**src/rtl/upd_pkg.sv**
```systemverilog
// Shared types for the update sequencer.
// Assumes 2-bit operation and status fields as listed in the brief.
package upd_pkg;
    typedef enum logic [1:0] {
        OP_NONE   = 2'b00,
        OP_AUTH   = 2'b01,
        OP_PROG   = 2'b10,
        OP_VERIFY = 2'b11
    } op_e;

    typedef enum logic [1:0] {
        ST_OK      = 2'd0,
        ST_BAD_ID  = 2'd1,
        ST_BAD_SUM = 2'd2,
        ST_BAD_OP  = 2'd3
    } status_e;

    typedef enum logic [2:0] {
        S_IDLE, S_ID, S_LEN, S_BODY, S_SUM, S_END, S_HALT
    } seq_state_e;
endpackage

```
**src/rtl/upd_word_fetch.sv**
```systemverilog
// Assembles one 32-bit word from four flash bytes, most significant byte first.
// Assumes: fl_ack is a one-cycle pulse with the byte for the current fl_addr;
// go starts one word fetch, and load also restarts at base.
// abort cancels any fetch in flight.
module upd_word_fetch #(
    parameter int AW = 16
) (
    input  logic          clk,
    input  logic          rst_n,
    input  logic          abort,
    input  logic          go,
    input  logic          load,
    input  logic [AW-1:0] base,
    output logic          fl_req,
    output logic [AW-1:0] fl_addr,
    input  logic          fl_ack,
    input  logic [7:0]    fl_data,
    output logic          w_vld,
    output logic [31:0]   w_data
);
    logic       active;
    logic [1:0] cnt;

    // Byte collection, address stepping and word-ready pulse.
    always_ff @(posedge clk) begin
        if (!rst_n) begin
            active  <= 1'b0;
            cnt     <= '0;
            fl_addr <= '0;
            w_data  <= '0;
            w_vld   <= 1'b0;
        end else if (abort) begin
            active <= 1'b0;
            w_vld  <= 1'b0;
        end else begin
            w_vld <= 1'b0;
            if (go) begin
                active <= 1'b1;
                cnt    <= '0;
                if (load) fl_addr <= base;
            end else if (active && fl_ack) begin
                w_data  <= {w_data[23:0], fl_data};
                fl_addr <= fl_addr + 1'b1;
                cnt     <= cnt + 1'b1;
                if (cnt == 2'd3) begin
                    active <= 1'b0;
                    w_vld  <= 1'b1;
                end
            end
        end
    end

    assign fl_req = active;
endmodule

```
**src/rtl/upd_sum_acc.sv**
```systemverilog
// Wrapping additive checksum over payload words.
// Assumes clr and add are never high in the same cycle.
module upd_sum_acc #(
    parameter int W = 32
) (
    input  logic         clk,
    input  logic         rst_n,
    input  logic         clr,
    input  logic         add,
    input  logic [W-1:0] val,
    output logic [W-1:0] sum
);
    // Running sum, cleared at the start of each image.
    always_ff @(posedge clk) begin
        if (!rst_n || clr) sum <= '0;
        else if (add)      sum <= sum + val;
    end
endmodule

```
**src/rtl/upd_sequencer.sv**
```systemverilog
// Update sequencer top: takes requests, walks the image, programs or compares
// configuration memory, guards the persistent in-progress bit, handles power
// failure and does recovery at power-up.
// Assumes nv_flag follows nv_set/nv_clr one cycle later and survives reset.
module upd_sequencer
    import upd_pkg::*;
#(
    parameter int          AW        = 16,
    parameter int          DEPTH     = 16,
    parameter logic [31:0] DEV_ID    = 32'hC0DE_5A17,
    parameter logic [15:0] GOLD_BASE = 16'h0000,
    parameter logic [15:0] UPD_BASE  = 16'h0100,
    localparam int         CW        = (DEPTH > 1) ? $clog2(DEPTH) : 1
) (
    input  logic          clk,
    input  logic          rst_n,
    input  logic          req_valid,
    input  logic [1:0]    req_op,
    input  logic [AW-1:0] req_addr,
    output logic          busy,
    output logic          done,
    output logic [1:0]    status,
    output logic          fl_req,
    output logic [AW-1:0] fl_addr,
    input  logic          fl_ack,
    input  logic [7:0]    fl_data,
    output logic          cfg_we,
    output logic [CW-1:0] cfg_addr,
    output logic [31:0]   cfg_wdata,
    input  logic [31:0]   cfg_rdata,
    output logic          pump_en,
    input  logic          power_fail,
    input  logic          nv_flag,
    output logic          nv_set,
    output logic          nv_clr,
    input  logic          recov_sel,
    output logic          fabric_rel
);
    localparam logic [31:0] DEPTH_W = 32'(DEPTH);

    seq_state_e    state;
    op_e           op;
    status_e       code;
    logic          boot_pend, go, load, mism, sum_clr, abort;
    logic [AW-1:0] base;
    logic [CW-1:0] idx, last_idx, wr_addr;
    logic          w_vld;
    logic [31:0]   w_data, sum;

    assign abort = pump_en && power_fail;

    upd_word_fetch #(.AW(AW)) fetch_i (
        .clk(clk), .rst_n(rst_n), .abort(abort), .go(go), .load(load),
        .base(base), .fl_req(fl_req), .fl_addr(fl_addr), .fl_ack(fl_ack),
        .fl_data(fl_data), .w_vld(w_vld), .w_data(w_data)
    );

    upd_sum_acc #(.W(32)) sum_i (
        .clk(clk), .rst_n(rst_n), .clr(sum_clr),
        .add(state == S_BODY && w_vld), .val(w_data), .sum(sum)
    );

    // Sequencing of the image walk, pump, persistent bit and results.
    always_ff @(posedge clk) begin
        if (!rst_n) begin
            state     <= S_IDLE;
            op        <= OP_NONE;
            code      <= ST_OK;
            status    <= ST_OK;
            boot_pend <= 1'b1;
            go        <= 1'b0;
            load      <= 1'b0;
            mism      <= 1'b0;
            sum_clr   <= 1'b0;
            base      <= '0;
            idx       <= '0;
            last_idx  <= '0;
            wr_addr   <= '0;
            cfg_we    <= 1'b0;
            cfg_wdata <= '0;
            pump_en   <= 1'b0;
            nv_set    <= 1'b0;
            nv_clr    <= 1'b0;
            done      <= 1'b0;
        end else begin
            go      <= 1'b0;
            load    <= 1'b0;
            sum_clr <= 1'b0;
            cfg_we  <= 1'b0;
            nv_set  <= 1'b0;
            nv_clr  <= 1'b0;
            done    <= 1'b0;
            if (abort) begin
                pump_en <= 1'b0;
                state   <= S_HALT;
            end else begin
                case (state)
                    S_IDLE: begin
                        if (boot_pend) begin
                            boot_pend <= 1'b0;
                            if (nv_flag) begin
                                op      <= OP_PROG;
                                base    <= recov_sel ? AW'(UPD_BASE) : AW'(GOLD_BASE);
                                go      <= 1'b1;
                                load    <= 1'b1;
                                mism    <= 1'b0;
                                sum_clr <= 1'b1;
                                state   <= S_ID;
                            end
                        end else if (req_valid) begin
                            if (req_op == OP_NONE) begin
                                done   <= 1'b1;
                                status <= ST_BAD_OP;
                            end else begin
                                op      <= op_e'(req_op);
                                base    <= req_addr;
                                go      <= 1'b1;
                                load    <= 1'b1;
                                mism    <= 1'b0;
                                sum_clr <= 1'b1;
                                state   <= S_ID;
                            end
                        end
                    end
                    S_ID: if (w_vld) begin
                        if (w_data != DEV_ID) begin
                            code  <= ST_BAD_ID;
                            state <= S_END;
                        end else begin
                            go    <= 1'b1;
                            state <= S_LEN;
                        end
                    end
                    S_LEN: if (w_vld) begin
                        if (w_data > DEPTH_W) begin
                            code  <= ST_BAD_ID;
                            state <= S_END;
                        end else begin
                            go       <= 1'b1;
                            idx      <= '0;
                            last_idx <= CW'(w_data - 32'd1);
                            if (w_data == 32'd0) begin
                                state <= S_SUM;
                            end else begin
                                state <= S_BODY;
                                if (op == OP_PROG) begin
                                    nv_set  <= 1'b1;
                                    pump_en <= 1'b1;
                                end
                            end
                        end
                    end
                    S_BODY: if (w_vld) begin
                        if (op == OP_PROG) begin
                            cfg_we    <= 1'b1;
                            wr_addr   <= idx;
                            cfg_wdata <= w_data;
                        end
                        if (op == OP_VERIFY && cfg_rdata != w_data) mism <= 1'b1;
                        go <= 1'b1;
                        if (idx == last_idx) state <= S_SUM;
                        else                 idx   <= idx + 1'b1;
                    end
                    S_SUM: if (w_vld) begin
                        pump_en <= 1'b0;
                        if (w_data != sum || mism) begin
                            code <= ST_BAD_SUM;
                        end else begin
                            code <= ST_OK;
                            if (op == OP_PROG) nv_clr <= 1'b1;
                        end
                        state <= S_END;
                    end
                    S_END: begin
                        done   <= 1'b1;
                        status <= code;
                        state  <= S_IDLE;
                    end
                    S_HALT: state <= S_HALT;
                    default: state <= S_IDLE;
                endcase
            end
        end
    end

    // Fabric release: only after the boot check, and never while the bit is set.
    always_ff @(posedge clk) begin
        if (!rst_n) fabric_rel <= 1'b0;
        else        fabric_rel <= !boot_pend && !nv_flag;
    end

    assign busy     = (state != S_IDLE) || boot_pend;
    assign cfg_addr = cfg_we ? wr_addr : idx;
endmodule

```
**config.mk**
```make
export PLATFORM = sky130hd
export DESIGN_NAME = upd_sequencer
export DESIGN_NICKNAME = d
export VERILOG_FILES = /design/src/rtl/upd_pkg.sv /design/src/rtl/upd_word_fetch.sv /design/src/rtl/upd_sum_acc.sv /design/src/rtl/upd_sequencer.sv
export SDC_FILE = /design/constraint.sdc
export NUM_CORES = 1
export LEC_CHECK = 0
export BUFFER_PORTS_ARGS = -buffer_cell sky130_fd_sc_hd__buf_4
export CAP_MARGIN = 20
export CORE_MARGIN = 8
export CORE_UTILIZATION = 40
export DETAILED_ROUTE_END_ITERATION = 12
export PLACE_DENSITY_LB_ADDON = 0.1
export SLEW_MARGIN = 15
export SYNTH_ARGS = -nofsm -noshare
export SYNTH_HDL_FRONTEND = slang
export SYNTH_SLANG_ARGS = --single-unit
```
**constraint.sdc**
```tcl
create_clock -name clk -period 3.15 [get_ports clk]
set_clock_uncertainty 0.05 [all_clocks]
set_input_delay 0.315 -clock clk [delete_from_list [all_inputs] [get_ports clk]]
set_output_delay 0.315 -clock clk [all_outputs]
set_load 0.1 [all_outputs]
```
==> run_results.csv, run 1 <==
group,metric,value,unit
setup_path,cp_slowest_cell,"dfxtp_1",
worst_hold_path,timing.hold.worst.class,"in -> reg",
yosys,postSynth.topFlopCell,"dfxtp_1",
grt,groute.usage.overall,20.42,%
setup_path,worst_setup_path_end_kind,"flip-flop",
yosys,yosysSeqAreaShare,35.43,%
setup_path,setup.worst_path.start_class,"flip-flop",
yosys,syn_nets,1253,
placement,gp_congestion,0.8720,
timing,timing.final.max_slew_violations,0,
yosys,synth.area.top_cells,"dfxtp_1 (35%), nand2_1 (8.7%), a21boi_0 (5.9%)",
setup_path,cp_data_required_time,3.43,ns
timing,tightestPinTransition,0.8516,ns
yosys,synth-async-reset-ratio,0,%
power_and_ir_drop,power_leakage,4.616,nW
clocking,clk_pin_slew,0.07,ns
placement,numPlacedInstances,1522,
clocking,tritoncts_num_sinks,163,
die,die_width,167.8,µm
yosys,ys_seq_elements,163,
setup_path,kind_of_critical_path,"reg -> reg",
yosys,post_synth_design_cell_area,9211,µm²
yosys,netlist.top_cell.by_area,"dfxtp_1",
grt,grt_overflow,0,
cells_and_area,layout-drive-gt1-share,17.48,%
timing,period_minus_slack,2.820,ns
routing,route.antenna.remaining_nets,0,
cells_and_area,final.fill_count,2262,
timing,setup_viol,0,
yosys,synthesis.yosys.warnings,0,
run_status,result_of_the_run,"finished clean",
die,dieHeight,167.8,µm
cells_and_area,nNetsFinal,1360,
setup_path,critPathTopFamily,"compound AO/OA/AOI/OAI gates",
cells_and_area,layout_commonest_cell,"nand2_1",
power_and_ir_drop,peakVddDrop,0.0003264,V
power_and_ir_drop,power-per-cell-area,426.9,nW/µm²
cells_and_area,antenna_diode_count,0,
routing,dr_total_vias,8668,
clocking,root_buf_cell,"clkbuf_16",
grt,antenna_found_initial,0,
placement,hpwl_detailed,21.47,mm
routing,route.detailed.drc,0,
timing,fin_crit_sh,89.53,%
job,cap_violations,0,
timing,post_route_setup_tns,0,ns
cells_and_area,layout_common_cells,"nand2_1 (213), dfxtp_1 (163), buf_4 (162)",
setup_path,critPathArrivalTime,3.10,ns
timing,max_freq,354.6,MHz
yosys,synth_top_area_share,35.43,%
routing,totalWireLength,29.18,mm
setup_path,path_cells,"ha_1, a21o_1, a31oi_2, a21oi_2, o31ai_1, a21oi_1, a21o_2, a221o_1",
die,initial_core_util,40.69,%
clocking,ctsHtreeMaxLevel,4,
cells_and_area,post-route-util,48.83,%
yosys,post_syn_instances,1150,
setup_path,crit_buf_inv,0,
timing,rsz0062_at_grt,"false",
clocking,post_cts_buffers,0,
placement,io_buffers,126,
clocking,ctsLongestPathBuffers,2,
cells_and_area,layoutNonFillerInstCount,1555,
grt,largest_net_degree_at_the_start_of_global_routing,51,
setup_path,timing.critical_path.fanout_max,8,
die,placeableCoreArea,22640,µm²
die,io_pins,127,
yosys,synth_edf_count,0,
clocking,worst_skew_pair.late_latency,0.44,ns
cells_and_area,areaGrowthSynthToFinish,20.01,%
yosys,syn-mean-instance-area,8.010,µm²
grt,wire_length_of_the_first_global_routing_pass,46.46,mm
grt,first_global_vias,8191,
yosys,post_synth_num_cell_types,78,
setup_path,max_stage_delay,0.54,ns
routing,detail_route.wl_per_cell,18.77,µm
clocking,cts_buffers,17,
routing,vias_per_cell,5.574,
routing,dr.first_iter.drc_count,710,
clocking,cts_tree,"built",
die,std_cell_rows,55,
die,die_area,28140,µm²
timing,max-slew-margin-rel,43.02,%
routing,drt-pass1-iter-count,5,
timing,number_of_endpoints_with_negative_hold_slack_in_the_final_report,0,
## report_power, final
part / internal, mW / leakage (nW) / switching [mW] / total [mW]
Combinational: 0.163 / 3.01 / 0.263 / 0.425
Clock: 1.20 / 0.288 / 0.976 / 2.18
Sequential: 2.09 / 1.32 / 0.0276 / 2.12
## worst paths after layout
path	from	slack [ns]	to	depth (start not counted)
setup / recovery	fetch_i.w_data[4]	0.33	sum_i.sum[21]	8
hold / removal	req_addr[10]	0.03	base[10]	2
setup reg to reg	fetch_i.w_data[4]	0.33	sum_i.sum[21]	8
hold reg to reg	sum_i.sum[0]	0.41	sum_i.sum[0]	2
## sequential cells by signal, summed over array words and instances, names as in the netlist, 2 cells and up
signal and flops:
fetch_i.fl_addr 16, cfg_wdata 32, status 2, last_idx 4
fetch_i.cnt 2, base 16, idx 4, code 2
state 3, fetch_i.w_data 32, sum_i.sum 32, op 2
wr_addr 4
## logic make-up (layout without fill, tap and decap cells)
kind of cell,Yosys count,count (layout),share of synthesized area [%]
fa+ha+maj,38,38,5.243
flops,163,163,35.43
buf+inv,90,210,4.374
xor+xnor,51,51,4.849
mux,8,8,0.9236
simple gates,478,478,25.12
compound gates,322,322,24.07
## final cells by class
class	count	area, µm²	share of cell area, %
multi-input cells	897	5553	50.23
flip-flops and latches	163	3263	29.52
inverters	15	56.30	0.5093
well taps	285	356.6	3.226
clock buffers	19	432.9	3.916
repair buffers	163	1226	11.09
clock inverters	13	166.4	1.505
## per-stage QoR
stage	setup WS, ns	area (µm²)	power [mW]	hold WS, ns
finish	0.3298	11050	4.719	0.02845
global placement	0.4592	10450	2.587	0.3952
floorplan	0.4312	9211	2.415	0.3408
detailed placement	0.3977	10450	2.587	0.4019
global route	0.1590	11050	4.874	0.01470
CTS	0.3775	11050	4.759	0.01616
## synth_stat cells, types with 20 or more instances
cell type	instances
nor4_1	20
clkbuf_1	45
a21boi_0	72
nor2_1	68
nand2_1	213
dfxtp_1	163
nand4_1	27
nand3_1	40
ha_1	37
xor2_1	41
o21ai_0	55
a21oi_1	67
## per-layer routing
layer,part of all wire [%],GRT usage (%),vias to the layer above
li1,-,-,4339
met1,50,29.20,4076
met2,43,30.55,227
met3,5.2,4.232,26
met4,1.4,5.241,0
met5,0,0,-
## timing repair
action	CTS	global route
endpoints found under the hold margin	1	0
hold buffers	1	0
gates resized for setup	0	0
setup endpoints to repair	0	0
Power figures use the tool's default switching activity.
==> run 2, diff against run 1 <==
PLACE_DENSITY_LB_ADDON = default   (was 0.1)
SYNTH_HIERARCHICAL = 1   (was default)
==> run 2 against run 1 <==
Effect of this change:
- combinational power increased by 59%
- core utilization increased by 0.14 points
- largest power group is now sequential cells
- non-clock buffer count increased by 5
- synthesized cell count decreased by 1.4%
- largest cell class unchanged
- critical path type unchanged
- via count increased by 0.92%
- area after synthesis increased by 2.1%
- clock power decreased by 4%
==> run_results.csv, run 2 <==
group,metric,value,unit
run_status,result_of_the_run,"finished clean",
worst_hold_path,hp-start,"fl_data[4]",
cells_and_area,design_area,11390,µm²
yosys,muxShareOfSynthArea,3.152,%
grt,largest_net_degree_at_the_start_of_global_routing,49,
cells_and_area,layout_common_cells,"nand2_1 (200), buf_4 (166), dfxtp_1 (163)",
clocking,worst_skew_pair.late_latency,0.44,ns
setup_path,worst_r2r_endpoint,"sum_i/sum[29]",
timing,setup_viol,0,
setup_path,kind_of_critical_path,"reg -> reg",
placement,gp_congestion,0.9187,
worst_hold_path,worst_hold_path.endpoint,"fetch_i/w_data[4]",
worst_hold_path,timing.hold.worst.class,"in -> reg",
setup_path,setup.worst_path.start_class,"flip-flop",
routing,dr_total_vias,8748,
routing,route.antenna.remaining_nets,0,
yosys,yosysSeqAreaShare,34.69,%
setup_path,worst_setup_path_end_kind,"flip-flop",
routing,dr.first_iter.drc_count,706,
timing,max_freq,341.6,MHz
setup_path,startpoint_of_the_worst_slack_reg_to_reg_timing_path,"sum_i/sum[4]",
cells_and_area,antenna_diode_count,0,
die,dieHeight,169.4,µm
cells_and_area,layout-drive-gt1-share,18.60,%
yosys,synthesis.yosys.warnings,6,
yosys,post_syn_instances,1134,
cells_and_area,layout_commonest_cell,"nand2_1",
die,die_area,28680,µm²
clocking,cts_buffers,17,
grt,groute.usage.overall,19.96,%
timing,timing.final.max_slew_violations,0,
grt,antenna_found_initial,0,
clocking,post_cts_buffers,0,
cells_and_area,post-route-util,48.96,%
die,std_cell_rows,56,
power_and_ir_drop,power_leakage,4.497,nW
yosys,synth.area.top_cells,"dfxtp_1 (35%), nand2_1 (8.0%), ha_1 (4.9%)",
timing,tightestPinTransition,0.8690,ns
yosys,synth_most_common_cell,"nand2_1",
cells_and_area,areaGrowthSynthToFinish,21.08,%
setup_path,r2r_slack,0.22,ns
routing,detail_route.wl_per_cell,18.27,µm
clocking,clk_pin_slew,0.07,ns
yosys,xor_xnor_portion_of_the_synthesized_cell_area,8.845,%
power_and_ir_drop,power-per-cell-area,432.7,nW/µm²
placement,io_buffers,126,
routing,totalWireLength,29.11,mm
die,die_width,169.4,µm
yosys,syn_nets,1237,
timing,post_route_setup_tns,0,ns
yosys,postSynth.topFlopCell,"dfxtp_1",
routing,vias_per_cell,5.492,
yosys,ys_seq_elements,163,
routing,drt-pass1-iter-count,5,
yosys,synth_compound_area_share,19.97,%
yosys,synth_top_area_share,34.69,%
grt,grt_overflow,0,
setup_path,timing.critical_path.fanout_max,6,
timing,fin_crit_sh,92.93,%
die,placeableCoreArea,23260,µm²
clocking,cts_tree,"built",
yosys,most_common_library_cells_after_synthesis,"nand2_1 (200), dfxtp_1 (163), a21oi_1 (77)",
cells_and_area,largest_registers,"cfg_wdata (32), fetch_i/w_data (32), sum_i/sum (32)",
yosys,synth-async-reset-ratio,0,%
yosys,post_synth_design_cell_area,9407,µm²
worst_hold_path,hold_path_depth,3,
clocking,root_buf_cell,"clkbuf_16",
grt,wire_length_of_the_first_global_routing_pass,45.76,mm
yosys,post_synth_num_cell_types,87,
setup_path,cp_data_required_time,3.42,ns
placement,hpwl_detailed,21.45,mm
die,initial_core_util,40.44,%
setup_path,worstRegToRegCells,10,
yosys,synth_edf_count,0,
timing,number_of_endpoints_with_negative_hold_slack_in_the_final_report,0,
timing,max-slew-margin-rel,41.95,%
setup_path,critPathArrivalTime,3.19,ns
yosys,syn-mean-instance-area,8.295,µm²
clocking,tritoncts_num_sinks,163,
yosys,yosys.area_share.simple,24.51,%
job,cap_violations,0,
placement,placedInstanceArea,10810,µm²
die,io_pins,127,
timing,rsz0062_at_grt,"false",
yosys,synth_top_family_by_area,"simple AND/OR/NAND/NOR gates",
power_and_ir_drop,peakVddDrop,0.0003403,V
yosys,netlist.top_cell.by_area,"dfxtp_1",
timing,period_minus_slack,2.927,ns
clocking,ctsHtreeMaxLevel,4,
cells_and_area,nNetsFinal,1364,
clocking,ctsLongestPathBuffers,2,
grt,first_global_vias,8135,
yosys,adder_cell_share_of_the_synthesized_area,5.134,%
routing,route.detailed.drc,0,
-- run 2: cell count changes after synthesis, sizes merged, moves of 9 or more --
cell / previous run / this run
a21boi: 73 / 58
xnor2: 10 / 50
buf: 30 / 17
nand3: 42 / 23
nand2: 213 / 201
mux2i: 4 / 24
o21ai: 62 / 35
a22o: 16 / 2
nand3b: 1 / 25
a21oi: 69 / 78
-- run 2: power by group --
group | switching (mW) | internal [mW]
sequential | 0.0591 | 2.11
combinational | 0.434 | 0.243
clock | 0.972 | 1.11
-- run 2: critical path, cell delays in order (launching register included) --
cell	delay (ns)
dfxtp_1	0.34
ha_1	0.38
and2_1	0.18
a221o_1	0.32
o21ai_1	0.20
a31oi_1	0.20
a221o_1	0.42
a31o_1	0.26
a41oi_2	0.21
xor2_1	0.16
a21oi_1	0.08
-- run 2: repair_timing --
action | CTS | global route
hold endpoints to repair | 1 | 0
hold buffers | 1 | 0
gates resized for setup | 0 | 0
-- run 2: logic make-up after synthesis --
family | count (synthesis)
adder cells (fa/ha/maj) | 38
flip-flops | 163
multiplexers | 29
AND/OR/NAND/NOR | 453
XOR/XNOR | 95
AO/OA/AOI/OAI | 278
buffers and inverters | 78
-- run 2: cell type report --
class,instances,area [µm²]
Tap cell,319,399.1
Inverter,18,67.56
Clock inverter,15,147.6
Sequential cell,163,3263
Multi-Input combinational cell,893,5811
Clock buffer,17,425.4
Fill cell,2288,11870
Timing Repair Buffer,168,1276
-- run 2: how the worst max path moves through the flow --
stage,slack (ns),to,from,depth (start not counted)
5_1_grt,0.07,sum_i/sum[29],sum_i/sum[4],10
3_5_place_dp,0.24,sum_i/sum[29],sum_i/sum[4],10
2_1_floorplan,0.36,sum_i/sum[26],fetch_i/w_data[0],11
3_3_place_gp,0.29,sum_i/sum[29],sum_i/sum[4],10
6_report,0.22,sum_i/sum[29],sum_i/sum[4],10
4_1_cts,0.23,sum_i/sum[29],sum_i/sum[4],10
-- run 2: metal layers --
metal	up-vias	track usage, %	share of wire (%)
li1	4302	-	-
met1	4102	27.83	48
met2	309	30.60	44
met3	35	3.699	6.2
met4	0	6.387	1.8
met5	-	0	0
-- run 2: stage by stage --
| stage | setup WS (ns) | total power [mW] | hold WS, ns | instances |
|---|---|---|---|---|
| final | 0.2227 | 4.928 | 0.07642 | 1593 |
| after global routing | 0.06873 | 5.104 | 0.07627 | 1593 |
| after CTS | 0.2287 | 4.964 | 0.06251 | 1593 |
| after detailed placement | 0.2440 | 2.886 | 0.4065 | 1560 |
| after global placement | 0.2907 | 2.882 | 0.3966 | 1560 |
| after floorplan | 0.3634 | 2.648 | 0.3408 | 1134 |
